**src/rtl/segmem_pkg.sv**
```systemverilog
package segmem_pkg;

  typedef enum logic [1:0] {
    SEG_ES = 2'd0,
    SEG_CS = 2'd1,
    SEG_SS = 2'd2,
    SEG_DS = 2'd3
  } seg_id_e;

  typedef enum logic [1:0] {
    OP_RD  = 2'd0,
    OP_WR  = 2'd1,
    OP_RMW = 2'd2,
    OP_RD2 = 2'd3
  } op_e;

  typedef enum logic [2:0] {
    ST_IDLE,
    ST_LO,
    ST_HI,
    ST_TAIL,
    ST_RSP,
    ST_WAIT_WB,
    ST_WB_LO,
    ST_WB_HI
  } acc_state_e;

endpackage

```
**src/rtl/seg_base_cache.sv**
```systemverilog
module seg_base_cache #(
  parameter int SEG_W = 16,
  parameter int SHIFT = 4,
  parameter int NSEG  = 4,
  parameter int PA_W  = SEG_W + SHIFT,
  parameter int RESET_IDX = 1,
  localparam int SEL_W = $clog2(NSEG)
) (
  input  logic                       clk,
  input  logic                       rst_n,
  input  logic                       wr_en,
  input  logic [SEL_W-1:0]           wr_sel,
  input  logic [SEG_W-1:0]           wr_val,
  output logic [NSEG-1:0][PA_W-1:0]  bases
);

  for (genvar i = 0; i < NSEG; i++) begin : g_base
    localparam logic [PA_W-1:0] RST_BASE =
      (i == RESET_IDX) ? (PA_W'({SEG_W{1'b1}}) << SHIFT) : '0;

    always_ff @(posedge clk) begin
      if (!rst_n)
        bases[i] <= RST_BASE;
      else if (wr_en && (wr_sel == SEL_W'(i)))
        bases[i] <= PA_W'(wr_val) << SHIFT;
    end
  end

endmodule

```
**src/rtl/seg_addr_gen.sv**
```systemverilog
module seg_addr_gen
  import segmem_pkg::*;
#(
  parameter int OFF_W = 16,
  parameter int PA_W  = 20,
  parameter int NSEG  = 4,
  parameter int REQ_SEL_W = 3
) (
  input  logic [NSEG-1:0][PA_W-1:0] bases,
  input  logic [REQ_SEL_W-1:0]      sel,
  input  logic [OFF_W-1:0]          off,
  output logic [PA_W-1:0]           lo_addr,
  output logic [PA_W-1:0]           hi_addr
);

  logic [PA_W-1:0] base;

  always_comb begin
    case (sel)
      REQ_SEL_W'(SEG_ES): base = bases[SEG_ES];
      REQ_SEL_W'(SEG_CS): base = bases[SEG_CS];
      REQ_SEL_W'(SEG_SS): base = bases[SEG_SS];
      default:            base = bases[SEG_DS];
    endcase
  end

  // Segment-end wrap returns to offset zero of the same segment;
  // otherwise the next byte follows, wrapping at the top of physical space.
  always_comb begin
    lo_addr = base + PA_W'(off);
    if (&off)
      hi_addr = base;
    else
      hi_addr = lo_addr + PA_W'(1);
  end

endmodule

```
**src/rtl/seg_access_fsm.sv**
```systemverilog
module seg_access_fsm
  import segmem_pkg::*;
#(
  parameter int PA_W   = 20,
  parameter int BYTE_W = 8,
  localparam int WORD_W = 2 * BYTE_W
) (
  input  logic              clk,
  input  logic              rst_n,
  input  logic              req_valid,
  output logic              req_ready,
  input  logic              req_word,
  input  logic [1:0]        req_op,
  input  logic [WORD_W-1:0] req_wdata,
  input  logic [PA_W-1:0]   lo_addr,
  input  logic [PA_W-1:0]   hi_addr,
  output logic              rsp_valid,
  input  logic              rsp_ready,
  output logic [WORD_W-1:0] rsp_rdata,
  input  logic              wb_valid,
  input  logic [WORD_W-1:0] wb_data,
  output logic              mem_en,
  output logic              mem_we,
  output logic [PA_W-1:0]   mem_addr,
  output logic [BYTE_W-1:0] mem_wdata,
  input  logic [BYTE_W-1:0] mem_rdata
);

  acc_state_e        st;
  logic [PA_W-1:0]   a_lo, a_hi;
  logic              is_word;
  op_e               op;
  logic [WORD_W-1:0] wd, rd;
  logic              hi_phase;

  assign hi_phase  = (st == ST_HI) || (st == ST_WB_HI);
  assign req_ready = (st == ST_IDLE);
  assign rsp_valid = (st == ST_RSP);
  assign rsp_rdata = rd;

  always_comb begin
    mem_en    = (st == ST_LO) || (st == ST_HI) || (st == ST_WB_LO) || (st == ST_WB_HI);
    mem_we    = (((st == ST_LO) || (st == ST_HI)) && (op == OP_WR))
              || (st == ST_WB_LO) || (st == ST_WB_HI);
    mem_addr  = hi_phase ? a_hi : a_lo;
    mem_wdata = hi_phase ? wd[WORD_W-1:BYTE_W] : wd[BYTE_W-1:0];
  end

  always_ff @(posedge clk) begin
    if (!rst_n) begin
      st      <= ST_IDLE;
      a_lo    <= '0;
      a_hi    <= '0;
      is_word <= 1'b0;
      op      <= OP_RD;
      wd      <= '0;
      rd      <= '0;
    end else begin
      case (st)
        ST_IDLE: if (req_valid) begin
          a_lo    <= lo_addr;
          a_hi    <= hi_addr;
          is_word <= req_word;
          op      <= op_e'(req_op);
          wd      <= req_wdata;
          st      <= ST_LO;
        end
        ST_LO:   st <= is_word ? ST_HI : ST_TAIL;
        ST_HI: begin
          rd[BYTE_W-1:0] <= mem_rdata;
          st <= ST_TAIL;
        end
        ST_TAIL: begin
          if (is_word) rd[WORD_W-1:BYTE_W] <= mem_rdata;
          else         rd <= {{BYTE_W{1'b0}}, mem_rdata};
          st <= ST_RSP;
        end
        ST_RSP: if (rsp_ready)
          st <= (op == OP_RMW) ? ST_WAIT_WB : ST_IDLE;
        ST_WAIT_WB: if (wb_valid) begin
          wd <= wb_data;
          st <= ST_WB_LO;
        end
        ST_WB_LO: st <= is_word ? ST_WB_HI : ST_IDLE;
        ST_WB_HI: st <= ST_IDLE;
        default:  st <= ST_IDLE;
      endcase
    end
  end

endmodule

```
**src/rtl/seg_mem_unit.sv**
```systemverilog
module seg_mem_unit #(
  parameter int OFF_W  = 16,
  parameter int SHIFT  = 4,
  parameter int BYTE_W = 8,
  localparam int PA_W   = OFF_W + SHIFT,
  localparam int WORD_W = 2 * BYTE_W,
  localparam int NSEG   = 4,
  localparam int SEL_W  = $clog2(NSEG),
  localparam int REQ_SEL_W = SEL_W + 1
) (
  input  logic                 clk,
  input  logic                 rst_n,
  input  logic                 seg_wr_en,
  input  logic [SEL_W-1:0]     seg_wr_sel,
  input  logic [OFF_W-1:0]     seg_wr_val,
  input  logic                 req_valid,
  output logic                 req_ready,
  input  logic [REQ_SEL_W-1:0] req_sel,
  input  logic [OFF_W-1:0]     req_off,
  input  logic                 req_word,
  input  logic [1:0]           req_op,
  input  logic [WORD_W-1:0]    req_wdata,
  output logic                 rsp_valid,
  input  logic                 rsp_ready,
  output logic [WORD_W-1:0]    rsp_rdata,
  input  logic                 wb_valid,
  input  logic [WORD_W-1:0]    wb_data,
  output logic                 mem_en,
  output logic                 mem_we,
  output logic [PA_W-1:0]      mem_addr,
  output logic [BYTE_W-1:0]    mem_wdata,
  input  logic [BYTE_W-1:0]    mem_rdata
);

  logic [NSEG-1:0][PA_W-1:0] bases;
  logic [PA_W-1:0]           lo_addr, hi_addr;

  seg_base_cache #(
    .SEG_W(OFF_W), .SHIFT(SHIFT), .NSEG(NSEG), .PA_W(PA_W), .RESET_IDX(1)
  ) u_bases (
    .clk(clk), .rst_n(rst_n),
    .wr_en(seg_wr_en), .wr_sel(seg_wr_sel), .wr_val(seg_wr_val),
    .bases(bases)
  );

  seg_addr_gen #(
    .OFF_W(OFF_W), .PA_W(PA_W), .NSEG(NSEG), .REQ_SEL_W(REQ_SEL_W)
  ) u_agen (
    .bases(bases), .sel(req_sel), .off(req_off),
    .lo_addr(lo_addr), .hi_addr(hi_addr)
  );

  seg_access_fsm #(
    .PA_W(PA_W), .BYTE_W(BYTE_W)
  ) u_fsm (
    .clk(clk), .rst_n(rst_n),
    .req_valid(req_valid), .req_ready(req_ready),
    .req_word(req_word), .req_op(req_op), .req_wdata(req_wdata),
    .lo_addr(lo_addr), .hi_addr(hi_addr),
    .rsp_valid(rsp_valid), .rsp_ready(rsp_ready), .rsp_rdata(rsp_rdata),
    .wb_valid(wb_valid), .wb_data(wb_data),
    .mem_en(mem_en), .mem_we(mem_we), .mem_addr(mem_addr),
    .mem_wdata(mem_wdata), .mem_rdata(mem_rdata)
  );

endmodule

```
**config.mk**
```make
export PLATFORM = sky130hd
export DESIGN_NAME = seg_mem_unit
export DESIGN_NICKNAME = d
export VERILOG_FILES = /design/src/rtl/segmem_pkg.sv /design/src/rtl/seg_base_cache.sv /design/src/rtl/seg_addr_gen.sv /design/src/rtl/seg_access_fsm.sv /design/src/rtl/seg_mem_unit.sv
export SDC_FILE = /design/constraint.sdc
export NUM_CORES = 1
export LEC_CHECK = 0
export BUFFER_PORTS_ARGS = -buffer_cell sky130_fd_sc_hd__buf_2
export CORE_UTILIZATION = 30
export DETAILED_ROUTE_END_ITERATION = 6
export PLACE_DENSITY = 0.53
export SYNTH_ARGS = -nofsm -noshare
export SYNTH_HDL_FRONTEND = slang
export SYNTH_SLANG_ARGS = --single-unit
```
**constraint.sdc**
```tcl
create_clock -name clk -period 11.96 [get_ports clk]
set_clock_uncertainty 0.15 [all_clocks]
set_input_delay 1.794 -clock clk [delete_from_list [all_inputs] [get_ports clk]]
set_output_delay 1.794 -clock clk [all_outputs]
set_load 0.01 [all_outputs]
```
==> results.txt, run 1 <==
Layout Utilization: 36.8%
Top cell type's share of synthesized area: 38.3%
Syn Inst Count: 928
Max-Cap Viols: 0
Pwr per Cell Area: 157 mW/mm^2
Final setup viols: 0
Hold Startpoint: u_fsm.rsp_rdata[11]
Routed wire length: 22.7 mm
Reg clk slew, reported paths: 0.06 ns
Initial antenna violation count: 1
Max transition margin: 30.3%
Fin. max-slew vios: 0
Startpoint Class: primary input
Core area: 0.0243 sq mm
Setup crit end kind: register
Post-synth top cells: nand2_1, dfxtp_1, a21oi_1
N_diodes: 0
Setup TNS: 0 ns
Tcrit/Tclk final: 52.8%
Worst endpoint required time: 12.12 ns
Crit Path Class: in -> reg
Comb power frac: 21.2%
Post-synth EDFFs: 0
Cell row count: 57
Switching part of the total: 31.0%
RSZ-0062 raised after global routing: false
Top Ports: 134
Setup bufs post-CTS: 0
Port bufs: 133
Seq cells post-synth: 142
Ys flop type: dfxtp_1
Async SR Flop Fraction: 0%
Status: complete, no violations
CTS tree: done
CTS Buf Count: 17
Peak VDD IR: 92.0 uV
WL per Instance: 16.6 um
Initial drt markers: 554
Root Driver: clkbuf_16
Count of cell types in the netlist: 63
Die W: 159 um
Fill cells: 2574
CTS sink cnt: 142
Total grt overflow: 0
Hold Fails Final Rpt: 0
Die area: 0.0254 sq mm
Area Growth Syn to Fin: 20.5%
Mapped Area: 0.00742 sq mm
CTS max path bufs: 2
Synth top area cells: dfxtp_1, nand2_1, a21oi_1
Vias in the first global route: 6662
Residual DRC: 0
Hold buffers post-CTS: 0
Post-DP HPWL: 15.6 mm
Cell taking the most area after synthesis: dfxtp_1
CP max stage delay: 0.64 ns
CP startpoint: req_sel[1]
CP max stage cell: nand2b_1
Layout cell share with drive strength beyond 1: 22.4%
Synth warn: 0
Starting Density: 30.5%
Pleak: 3.67 nW
Most numerous cell in the Yosys netlist: nand2_1
Seq pwr share: 37.8%
Area of the multi-input gates: 0.00429 sq mm
CP Buf/Inv Count: 2
Die Ht: 159 um
Max H-tree Level: 4
Final Total Pwr: 1.40 mW
P_sw: 0.435 mW
Initial DRT Pass Iterations: 7
RD Place Congestion: 0.871
# nets final: 1128
Mapped Nets: 1031
Total GRT Usage: 18.0%
Antenna-violating nets left: 0
Power Internal: 0.969 mW
Syn avg cell area: 8.00 sq um
Worst-path cell chain: buf_2 > nand2b_1 > o22a_1 > o22a_1 > ha_1 > inv_1 > fa_1 > nand3b_1 > a21oi_1 > nor4_1 > a311o_1 > or3_4 > or4_1 > or4_1 > a32o_1
Worst path arrival time: 6.48 ns
Vias per std cell: 5.13
Post_cts resized: 0
Largest net degree at the start of global routing: 80
Launch point of the worst reg-to-reg path: u_bases.bases[44]
Via Count: 6982
Critical path peak fanout: 18
Worst-Margin Slew: 1.04 ns
Worst Hold Class: reg -> reg
Clk pwr share: 41.0%
Clock period minus worst slack: 6.31 ns
Global-route wire length before repair: 36.4 mm
Register area share after synthesis: 38.3%
Worst-Skew Late Latency: 0.43 ns
Peak Freq: 158 MHz
Crit-path leading delay family: simple AND/OR/NAND/NOR gates
Sequential Area: 0.00284 sq mm
==> final timing paths <==
path | endpoint | slack, ns | depth (start not counted)
setup / recovery | u_fsm.a_hi[19] | 5.65 | 15
hold reg to reg | u_fsm.rsp_rdata[11] | 0.30 | 2
hold / removal | u_fsm.rsp_rdata[11] | 0.30 | 2
setup reg to reg | u_fsm.a_hi[19] | 7.55 | 14
==> worst reg2reg max path: cells and delay by family (launching register included) <==
family	cells	cell delay, ns
AO/OA/AOI/OAI	6	1.61
AND/OR/NAND/NOR	3	1.26
adder cells (fa/ha/maj)	2	0.39
flip-flops	1	0.32
multiplexers	1	0.27
XOR/XNOR	1	0.24
buffers and inverters	1	0.07
==> sequential cells by signal, indices dropped and copies added (netlist names) <==
register	count
u_bases.bases	64
u_fsm.a_hi	20
u_fsm.a_lo	20
u_fsm.is_word	1
u_fsm.op	2
u_fsm.rsp_rdata	16
u_fsm.st	3
u_fsm.wd	16
==> layout make-up <==
type,instances,share of cell area [%]
clock buffers,17,4.76
inverters,5,0.224
flip-flops and latches,142,31.8
multi-input cells,715,47.9
repair buffers,144,8.36
well taps,324,4.53
clock inverters,15,2.43
==> cell families (layout without fill, tap and decap cells) <==
group,Yosys count,after routing,share of synthesized area (%)
flip-flops,142,142,38.3
AND/OR/NAND/NOR,408,408,24.6
buffers and inverters,71,181,4.11
multiplexers,57,57,8.44
AO/OA/AOI/OAI,209,209,18.7
adder cells (fa/ha/maj),17,17,2.97
XOR/XNOR,24,24,2.83
==> layer usage <==
layer  wire, um  part of all wire, %  vias to the layer above  GRT usage, %
li1           -                    -                     3481             -
met1      10600                   47                     3256          23.8
met2      10400                   46                      215          28.9
met3       1230                  5.4                       28          3.86
met4        524                  2.3                        2          6.56
met5         10                0.044                        -             0
==> per-stage QoR <==
| step | std cells | worst slack [ns] | hold slack [ns] | area [sq um] |
|---|---|---|---|---|
| finish | 1362 | 5.65 | 0.298 | 8950 |
| global placement | 1330 | 5.33 | 0.287 | 8300 |
| detailed placement | 1330 | 5.26 | 0.293 | 8300 |
| floorplan | 928 | 5.76 | 0.279 | 7420 |
| global route | 1362 | 5.38 | 0.321 | 8950 |
| CTS | 1362 | 5.68 | 0.302 | 8950 |
==> power groups by stage <==
stage / clock [mW] / sequential [mW] / combinational, mW
finish: 0.576 / 0.531 / 0.297
detailed placement: 0 / 0.541 / 0.298
global placement: 0 / 0.541 / 0.298
global route: 0.608 / 0.535 / 0.330
floorplan: 0 / 0.534 / 0.209
CTS: 0.589 / 0.531 / 0.300
==> cells in the final DEF (no fill, tap or decap), types with 4 or more instances in the layout <==
master and count:
nand2_1 217, dfxtp_1 142, buf_2 133, a21oi_1 100
nor2_1 61, nand3_1 56, mux2_2 42, o22a_1 31
xnor2_1 18, a311oi_1 18, clkbuf_16 17, ha_1 16
nand2b_1 12, mux2i_1 12, a211oi_1 11, buf_4 11
nor3_1 9, o21ai_0 7, and3_1 7, nand4_1 7
o211ai_1 7, xor2_1 6, and2_1 5, nor4_1 5
inv_6 5, inv_1 4, nor3b_1 4, or2_2 4
o21a_1 4
Power figures use the tool's default switching activity.
==> inputs of run 2 (changes only) <==
==> constraint.sdc (replaced) <==
create_clock -name clk -period 6.2 [get_ports clk]
set_clock_uncertainty 0.15 [all_clocks]
set_input_delay 0.93 -clock clk [delete_from_list [all_inputs] [get_ports clk]]
set_output_delay 0.93 -clock clk [all_outputs]
set_load 0.01 [all_outputs]
==> run 2 against run 1 <==
Compared with the run above: highest routed layer is now met4; critical path type unchanged; final cell count rose by 0.22%; register-to-register slack got worse by 5.8 ns; critical endpoint unchanged; count of clock-buffer cells in the layout rose by 3; routed wire length rose by 0.88%; largest power group unchanged.
==> results.txt, run 2 (synthesized netlist as in run 1, its figures left out) <==
CTS sink cnt: 142 (unchanged)
RD Place Congestion: 0.864 (was 0.871)
Power Internal: 1.81 mW (was 0.969 mW)
Final Total Pwr: 2.63 mW (was 1.40 mW)
Starting Density: 30.5% (unchanged)
CTS Buf Count: 17 (unchanged)
Top Ports: 134 (unchanged)
Total GRT Usage: 18.3% (was 18.0%)
Fin. max-slew vios: 0 (unchanged)
Root Driver: clkbuf_16 (unchanged)
Die W: 159 um (unchanged)
Most frequent cells in the layout: nand2_1, dfxtp_1, buf_2 (unchanged)
Clock period minus worst slack: 5.26 ns
Crit-path leading delay family: simple AND/OR/NAND/NOR gates (unchanged)
Peak VDD IR: 150 uV (was 92.0 uV)
Post_cts resized: 0 (unchanged)
Setup TNS: 0 ns (unchanged)
Total grt overflow: 0 (unchanged)
Fill cells: 2553 (was 2574)
Largest registers: u_bases.bases: 64 flops, u_fsm.a_hi: 20 flops, u_fsm.a_lo: 20 flops (unchanged)
Hold buffers post-CTS: 0 (unchanged)
Die area: 0.0254 sq mm (unchanged)
Worst path arrival time: 5.43 ns (was 6.48 ns)
Cell row count: 57 (unchanged)
Worst-path cell chain: buf_2 > nand2b_1 > o22a_1 > o22a_1 > ha_1 > inv_1 > fa_1 > nand3b_1 > a21oi_1 > nor4_1 > a311o_1 > or3_4 > or4_1 > or4_1 > a32o_1 (unchanged)
Area of the multi-input gates: 0.00429 sq mm (unchanged)
Max transition margin: 32.4% (was 30.3%)
Post-DP HPWL: 15.8 mm (was 15.6 mm)
CP max stage cell: or4_1 (was nand2b_1)
CTS max path bufs: 2 (unchanged)
Routed wire length: 22.9 mm (was 22.7 mm)
P_sw: 0.821 mW (was 0.435 mW)
Startpoint Class: primary input (unchanged)
Crit Path Class: in -> reg (unchanged)
Max FFs per register: 64 (unchanged)
Seq pwr share: 39.0% (was 37.8%)
Reg with most FFs: u_bases.bases (unchanged)
# nets final: 1131 (was 1128)
Setup crit end kind: register (unchanged)
RSZ-0062 raised after global routing: false (unchanged)
Switching part of the total: 31.2% (was 31.0%)
Hold Fails Final Rpt: 0 (unchanged)
Initial drt markers: 669 (was 554)
Core area: 0.0243 sq mm (unchanged)
Max H-tree Level: 4 (unchanged)
Peak Freq: 190 MHz
Port bufs: 133 (unchanged)
Worst Hold Class: reg -> reg (unchanged)
Reg clk slew, reported paths: 0.06 ns (about the same)
N_diodes: 0 (unchanged)
Worst endpoint required time: 6.37 ns (was 12.12 ns)
Post-placement cell count: 1333 (was 1330)
Initial DRT Pass Iterations: 5 (was 7)
Initial antenna violation count: 0 (was 1)
Via Count: 6931 (was 6982)
Area Growth Syn to Fin: 20.1% (was 20.5%)
Largest net degree at the start of global routing: 62 (was 80)
Final instance area: 0.00892 sq mm (was 0.00895 sq mm)
Comb power frac: 21.9% (was 21.2%)
Die Ht: 159 um (unchanged)
Placed Area: 0.00833 sq mm (was 0.00830 sq mm)
Antenna-violating nets left: 0 (unchanged)
CP max stage delay: 0.51 ns (was 0.64 ns)
CTS tree: done (unchanged)
Most common cell after layout, fill and taps aside: nand2_1 (unchanged)
CP Buf/Inv Count: 2 (unchanged)
WL per Instance: 16.8 um (was 16.6 um)
Global-route wire length before repair: 36.9 mm (was 36.4 mm)
Sequential Area: 0.00284 sq mm (unchanged)
Worst-Skew Late Latency: 0.43 ns (about the same)
Setup bufs post-CTS: 0 (unchanged)
Layout cell share with drive strength beyond 1: 22.6% (was 22.4%)
Tcrit/Tclk final: 84.8%
Vias in the first global route: 6648 (was 6662)
Pwr per Cell Area: 295 mW/mm^2 (was 157 mW/mm^2)
Final setup viols: 0 (unchanged)
Non-filler cells in the finished layout: 1365 (was 1362)
Pleak: 3.65 nW (was 3.67 nW)
Residual DRC: 0 (unchanged)
Max-Cap Viols: 0 (unchanged)
Status: complete, no violations (unchanged)
Critical path peak fanout: 18 (unchanged)
Clk pwr share: 39.1% (was 41.0%)
Worst-Margin Slew: 1.01 ns (was 1.04 ns)
Vias per std cell: 5.08 (was 5.13)
## run 2: cell types whose count changed in the layout (fill, tap and decap cells not counted), sizes merged
| cell | change |
|---|---|
| clkinvlp | +2 |
| bufinv | -2 |
| inv | -3 |
| clkbuf | +3 |
| buf | +3 |
## run 2: worst min-delay path: cells and delay by family (launching register included)
kind	cells	cell delay (ns)
AND/OR/NAND/NOR	1	0.05
flip-flops	1	0.30
AO/OA/AOI/OAI	1	0.05
## run 2: routing by layer
metal | vias to the layer above | track usage, % | part of all wire (%)
li1 | 3491 | - | -
met1 | 3273 | 23.9 | 47
met2 | 150 | 30.3 | 47
met3 | 17 | 3.57 | 4.2
met4 | 0 | 6.08 | 1.4
met5 | - | 0 | 0
## run 2: worst paths after layout
| check | start | to | slack (ns) | cells past startpoint |
|---|---|---|---|---|
| worst max-delay path | req_sel[1] | u_fsm.a_hi[19] | 0.94 | 15 |
| worst min-delay path | u_fsm.rsp_rdata[11] | u_fsm.rsp_rdata[11] | 0.30 | 2 |
| worst max register to register | u_bases.bases[4] | u_fsm.a_hi[19] | 1.79 | 14 |
| worst min register to register | u_fsm.rsp_rdata[11] | u_fsm.rsp_rdata[11] | 0.30 | 2 |
## run 2: layout make-up
type	count	area share (%)
multi-input combinational	715	48.1
sequential	142	31.9
timing repair buffer	147	8.64
clock buffer	20	5.23
tap	324	4.55
clock inverter	12	1.39
inverter	5	0.225
## run 2: through the flow
stage	hold WS (ns)	utilization, %	setup slack (ns)
2_1_floorplan	0.279	-	0.866
4_1_cts	0.304	36.7	1.01
6_report	0.300	36.7	0.943
5_1_grt	0.319	36.7	0.666
3_5_place_dp	0.295	34.2	0.567
3_3_place_gp	0.287	34.2	0.625
## run 2: power by group through the flow
stage	logic (mW)	clock network, mW	registers, mW
2_1_floorplan	0.403	0	1.03
3_3_place_gp	0.576	0	1.04
3_5_place_dp	0.577	0	1.04
4_1_cts	0.580	1.05	1.02
5_1_grt	0.637	1.09	1.03
6_report	0.576	1.03	1.02
